File: src/rtl/opnd_shift_pkg.sv
package opnd_shift_pkg;
  localparam logic [1:0] SRC_IMM = 2'd0;
  localparam logic [1:0] SRC_ISH = 2'd1;
  localparam logic [1:0] SRC_RSH = 2'd2;
  localparam logic [1:0] SRC_RSV = 2'd3;

  localparam logic [2:0] KIND_LSL = 3'd0;
  localparam logic [2:0] KIND_LSR = 3'd1;
  localparam logic [2:0] KIND_ASR = 3'd2;
  localparam logic [2:0] KIND_ROR = 3'd3;
  localparam logic [2:0] KIND_RRX = 3'd4;
endpackage

File: src/rtl/opnd_amount_sel.sv
module opnd_amount_sel
  import opnd_shift_pkg::*;
#(
  parameter int AMT_W     = 8,
  parameter int IMM_AMT_W = 5
) (
  input  logic [1:0]           mode_i,
  input  logic [IMM_AMT_W-1:0] shamt_imm_i,
  input  logic [AMT_W-1:0]     shamt_reg_i,
  output logic [AMT_W-1:0]     amt_o
);
  always_comb begin
    if (mode_i == SRC_ISH) amt_o = AMT_W'(shamt_imm_i);
    else                   amt_o = shamt_reg_i;
  end
endmodule

File: src/rtl/opnd_linear_shift.sv
module opnd_linear_shift
  import opnd_shift_pkg::*;
#(
  parameter int DATA_W = 32,
  parameter int AMT_W  = 8
) (
  input  logic [2:0]        kind_i,
  input  logic [DATA_W-1:0] operand_i,
  input  logic [AMT_W-1:0]  amt_i,
  input  logic              carry_i,
  output logic [DATA_W-1:0] result_o,
  output logic              carry_o
);
  localparam int LOG_W = $clog2(DATA_W) + 1;
  localparam int CW    = (AMT_W > LOG_W) ? AMT_W : LOG_W;

  logic [CW-1:0]            amt_w, amt_sat;
  logic [DATA_W:0]          left_ext, right_ext;
  logic signed [DATA_W:0]   arith_ext;

  assign amt_w   = CW'(amt_i);
  // arithmetic shift saturates at the word width: sign fill and sign carry
  assign amt_sat = (amt_w > CW'(DATA_W)) ? CW'(DATA_W) : amt_w;

  // one extra bit catches the last bit shifted out
  assign left_ext  = {1'b0, operand_i} << amt_w;
  assign right_ext = {operand_i, 1'b0} >> amt_w;
  assign arith_ext = $signed({operand_i, 1'b0}) >>> amt_sat;

  always_comb begin
    result_o = operand_i;
    carry_o  = carry_i;
    if (amt_w != '0) begin
      case (kind_i)
        KIND_LSL: begin
          result_o = left_ext[DATA_W-1:0];
          carry_o  = left_ext[DATA_W];
        end
        KIND_LSR: begin
          result_o = right_ext[DATA_W:1];
          carry_o  = right_ext[0];
        end
        KIND_ASR: begin
          result_o = arith_ext[DATA_W:1];
          carry_o  = arith_ext[0];
        end
        default: ;
      endcase
    end
  end
endmodule

File: src/rtl/opnd_rotate.sv
module opnd_rotate #(
  parameter int DATA_W = 32,
  parameter int AMT_W  = 8
) (
  input  logic              rrx_i,
  input  logic [DATA_W-1:0] operand_i,
  input  logic [AMT_W-1:0]  amt_i,
  input  logic              carry_i,
  output logic [DATA_W-1:0] result_o,
  output logic              carry_o
);
  localparam int LOG_W = $clog2(DATA_W) + 1;
  localparam int CW    = (AMT_W > LOG_W) ? AMT_W : LOG_W;

  logic [CW-1:0]     amt_w, rot_amt;
  logic [DATA_W-1:0] rotated;

  assign amt_w   = CW'(amt_i);
  assign rot_amt = amt_w % CW'(DATA_W);
  // rot_amt == 0 makes the left term shift out completely
  assign rotated = (operand_i >> rot_amt) | (operand_i << (CW'(DATA_W) - rot_amt));

  always_comb begin
    if (rrx_i) begin
      result_o = {carry_i, operand_i[DATA_W-1:1]};
      carry_o  = operand_i[0];
    end else if (amt_w == '0) begin
      result_o = operand_i;
      carry_o  = carry_i;
    end else begin
      result_o = rotated;
      carry_o  = rotated[DATA_W-1];
    end
  end
endmodule

File: src/rtl/opnd_shifter.sv
module opnd_shifter
  import opnd_shift_pkg::*;
#(
  parameter int DATA_W    = 32,
  parameter int AMT_W     = 8,
  parameter int IMM_AMT_W = 5
) (
  input  logic [1:0]           mode_i,
  input  logic [DATA_W-1:0]    imm_i,
  input  logic [DATA_W-1:0]    operand_i,
  input  logic [2:0]           kind_i,
  input  logic [IMM_AMT_W-1:0] shamt_imm_i,
  input  logic [AMT_W-1:0]     shamt_reg_i,
  input  logic                 carry_i,
  output logic [DATA_W-1:0]    result_o,
  output logic                 carry_o
);
  logic [AMT_W-1:0]  amt;
  logic [DATA_W-1:0] lin_res, rot_res;
  logic              lin_c, rot_c;

  opnd_amount_sel #(.AMT_W(AMT_W), .IMM_AMT_W(IMM_AMT_W)) u_amt (
    .mode_i      (mode_i),
    .shamt_imm_i (shamt_imm_i),
    .shamt_reg_i (shamt_reg_i),
    .amt_o       (amt)
  );

  opnd_linear_shift #(.DATA_W(DATA_W), .AMT_W(AMT_W)) u_lin (
    .kind_i    (kind_i),
    .operand_i (operand_i),
    .amt_i     (amt),
    .carry_i   (carry_i),
    .result_o  (lin_res),
    .carry_o   (lin_c)
  );

  opnd_rotate #(.DATA_W(DATA_W), .AMT_W(AMT_W)) u_rot (
    .rrx_i     (kind_i == KIND_RRX),
    .operand_i (operand_i),
    .amt_i     (amt),
    .carry_i   (carry_i),
    .result_o  (rot_res),
    .carry_o   (rot_c)
  );

  always_comb begin
    result_o = operand_i;
    carry_o  = carry_i;
    case (mode_i)
      SRC_IMM: result_o = imm_i;
      SRC_RSV: result_o = '1;
      default: begin
        if (kind_i == KIND_LSL || kind_i == KIND_LSR || kind_i == KIND_ASR) begin
          result_o = lin_res;
          carry_o  = lin_c;
        end else if (kind_i == KIND_ROR || kind_i == KIND_RRX) begin
          result_o = rot_res;
          carry_o  = rot_c;
        end
      end
    endcase
  end
endmodule

File: config.mk
export PLATFORM = sky130hd
export DESIGN_NAME = opnd_shifter
export DESIGN_NICKNAME = d
export VERILOG_FILES = /design/src/rtl/opnd_shift_pkg.sv /design/src/rtl/opnd_amount_sel.sv /design/src/rtl/opnd_linear_shift.sv /design/src/rtl/opnd_rotate.sv /design/src/rtl/opnd_shifter.sv
export SDC_FILE = /design/constraint.sdc
export NUM_CORES = 1
export LEC_CHECK = 0
export ABC_AREA = 1
export BUFFER_PORTS_ARGS = -buffer_cell sky130_fd_sc_hd__buf_2
export CAP_MARGIN = 40
export CORE_MARGIN = 2
export CORE_UTILIZATION = 40
export DETAILED_ROUTE_END_ITERATION = 10
export PLACE_DENSITY = 0.6
export SLEW_MARGIN = 20
export SYNTH_ARGS = -nofsm -noshare
export SYNTH_HDL_FRONTEND = slang
export SYNTH_SLANG_ARGS = --single-unit
export TNS_END_PERCENT = 20
File: constraint.sdc
create_clock -name vclk -period 4.7
set_clock_uncertainty 0.2 [all_clocks]
set_input_delay 0.47 -clock vclk [all_inputs]
set_output_delay 0.47 -clock vclk [all_outputs]
set_load 0.02 [all_outputs]
==> results.py <==
metrics = {
    "status": {
        "run_status": "finished, final reports clean",
    },
    "sta": {
        "timing_max_transition_violations_final": 0,
        "slew_at_the_pin_closest_to_its_max_slew_limit_ns": 0.890,
        "setup-violations-final": 0,
        "rsz0062_at_grt": "false",
        "achievable-frequency_mhz": 218,
        "timing.slew.headroom_pct": 40.1,
        "timing.setup.tns_ns": 0,
        "fin_worst_hold_slack_ns": 1.09,
        "hold_viol": 0,
        "fin_crit_sh_pct": 97.7,
        "finalWorstPathRequiredPeriod_ns": 4.59,
    },
    "grt": {
        "wire_length_of_the_first_global_routing_pass_um": 87500,
        "grt_start_max_net_pins": 82,
        "grt.total_usage_pct": 44.4,
        "number_of_global_route_vias_before_repair": 14000,
        "grt_overflow_total": 0,
        "grt_antenna_before_repair": 0,
    },
    "floorplan": {
        "floorplan.initialDensity_pct": 40.6,
        "fp.dieH_um": 161,
        "floorplan.rows": 57,
        "ioPinCount": 116,
        "die_w_um": 161,
        "area_of_the_die_um2": 25900,
        "placeableCoreArea_um2": 24200,
    },
    "drt": {
        "detailroute.wirelength.met3_um": 7990,
        "drt_pre_antenna_iters": 6,
        "met2_length_um": 23900,
        "avgViaCountPerCell": 6.06,
        "drt-met1-wl_um": 23500,
        "drt_first_iter_violations": 2689,
        "routedWlPerCell_um": 22.8,
        "final_antenna_net_count": 0,
        "detailroute.via_count": 15900,
        "routed.top_layer": "met4",
        "postRouteWirelength_um": 60000,
        "drt_drc_violations_left": 0,
    },
    "power_and_ir_drop": {
        "vdd.ir_drop.worst_mv": 0.0963,
        "power_density_nw_per_um2": 188,
        "finalPower_uw": 2160,
        "p_leak_uw": 0.00635,
    },
    "setup_path": {
        "critical_path.max_stage_delay_ns": 0.70,
        "worstSetupStartpointType": "primary input",
        "critical_path.cell_chain": "buf_2 -> inv_1 -> ha_1 -> buf_12 -> inv_6 -> nand2_2 -> nand2_4 -> buf_4 -> buf_4 -> o21ai_0 -> nand2_1 -> o21ai_0 -> o21ai_1 -> nand2_1 -> o211ai_1 -> o211ai_1 -> nand2_1 -> nand3_1 -> a21oi_1 -> nor2_1 -> nand2_1 -> nand2_1 -> buf_2",
        "crit_required_ns": 4.03,
        "critPathKind": "in -> out",
        "worst_path_max_delay_cell": "sky130_fd_sc_hd__o21ai_0",
        "crit_arrival_ns": 3.92,
        "type_of_destination_of_the_critical_path": "primary output",
        "cp_max_fo": 20,
        "cpMostUsedCell": "sky130_fd_sc_hd__nand2_1",
    },
    "place": {
        "placedCellCount": 2625,
        "gp_congestion": 1.11,
        "post-dp-hpwl_um": 47400,
        "io_buffers": 116,
    },
    "run": {
        "cap_violations": 0,
    },
    "yosys": {
        "synthesis.instances": 2187,
        "synth_most_common_cell": "sky130_fd_sc_hd__nand2_1",
        "yosys-top-cells-count": "839 x sky130_fd_sc_hd__nand2_1, 367 x sky130_fd_sc_hd__nand3_1, 236 x sky130_fd_sc_hd__o21ai_0, 183 x sky130_fd_sc_hd__inv_1, 111 x sky130_fd_sc_hd__nor2_1",
        "post_synthesis_cell_type_with_the_largest_combined_area": "sky130_fd_sc_hd__nand2_1",
        "avgSynthCellArea_um2": 4.50,
        "synth_area_leaders": "sky130_fd_sc_hd__nand2_1 32%, sky130_fd_sc_hd__nand3_1 19%, sky130_fd_sc_hd__o21ai_0 12%, sky130_fd_sc_hd__inv_1 7.0%, sky130_fd_sc_hd__a21oi_1 5.1%",
        "number_of_nets_in_the_synthesized_netlist": 2274,
        "synth_seq_area_share_pct": 0,
        "synthesis.area_um2": 9840,
        "ys_warn_count": 0,
        "share_of_yosys_cell_area_claimed_by_the_top_area_cell_type_pct": 32.0,
        "distinct_cells_synth": 46,
    },
    "layout": {
        "design.seq.count": 0,
        "nNetsFinal": 2392,
        "drive_above_1_share_pct": 13.9,
        "layout-area-overhead-vs-synth_pct": 16.7,
        "final_cells": 2627,
        "insertedDiodeCount": 0,
        "seq_area_um2": 0,
        "clock_buffers": 0,
        "final.fill_count": 2869,
    },
    "clock_tree": {
        "cts_setup_buffers": 0,
    },
    "hold_path": {
        "worst_min_delay_path_class": "in -> out",
    },
}
routing by layer:
layer | GRT usage (%) | vias up
li1 | - | 7409
met1 | 59.2 | 7103
met2 | 64.1 | 1198
met3 | 11.5 | 214
met4 | 26.3 | 0
met5 | 0 | -
per-stage QoR:
step	instance area (um2)	utilization, %	worst slack [ns]
after global routing	11500	47.4	0.0153
after CTS	11400	47.2	0.0520
after global placement	11400	47.0	0.117
after detailed placement	11400	47.2	0.0537
final	11500	47.4	0.107
after floorplan	9840	-	0.722
logic make-up after synthesis:
kind of cell / synth area share (%)
AOI/OAI and AO/OA: 25.1
xor gates and xnor gates: 0.254
adders and majority gates: 0.509
buffers and inverters: 15.0
muxes: 1.22
and+or+nand+nor: 57.9
placed cells by master (no fill, tap or decap), drive strengths merged, types with 12 or more instances in the layout:
cell type / synthesis / routed
inv: 191 / 191
nand3: 368 / 368
mux2i: 12 / 12
buf: 86 / 274
o211ai: 22 / 22
o22ai: 21 / 21
nor2: 120 / 120
o21ai: 279 / 279
a22oi: 13 / 13
a21oi: 101 / 101
nand2: 853 / 853
final timing paths:
path | startpoint | endpoint | cells after the start
min | carry_i | carry_o | 4
max | mode_i[1] | result_o[27] | 23
report_power, final:
part	leakage (uW)	internal [uW]	total, uW	switching (uW)
Sequential	0	0	0	0
Combinational	0.00635	665	2160	1500
Clock	0	0	0	0
worst max-delay path, delay by kind of cell:
kind	cells	cell delay, ns
adders and majority gates	1	0.20
buffers and inverters	7	0.96
and+or+nand+nor	9	0.83
AOI/OAI and AO/OA	6	1.44
cell type report:
| class | instances | area (um2) | area share [%] |
|---|---|---|---|
| inverters | 198 | 756 | 6.58 |
| repair buffers | 274 | 1930 | 16.8 |
| multi-input cells | 1831 | 8390 | 73.1 |
| well taps | 324 | 405 | 3.53 |
what timing repair did:
item / in CTS / in global routing
hold buffers: 0 / 0
resized for setup: 0 / 14
setup endpoints to repair: 0 / 31
(Power assumes the default switching activity.)
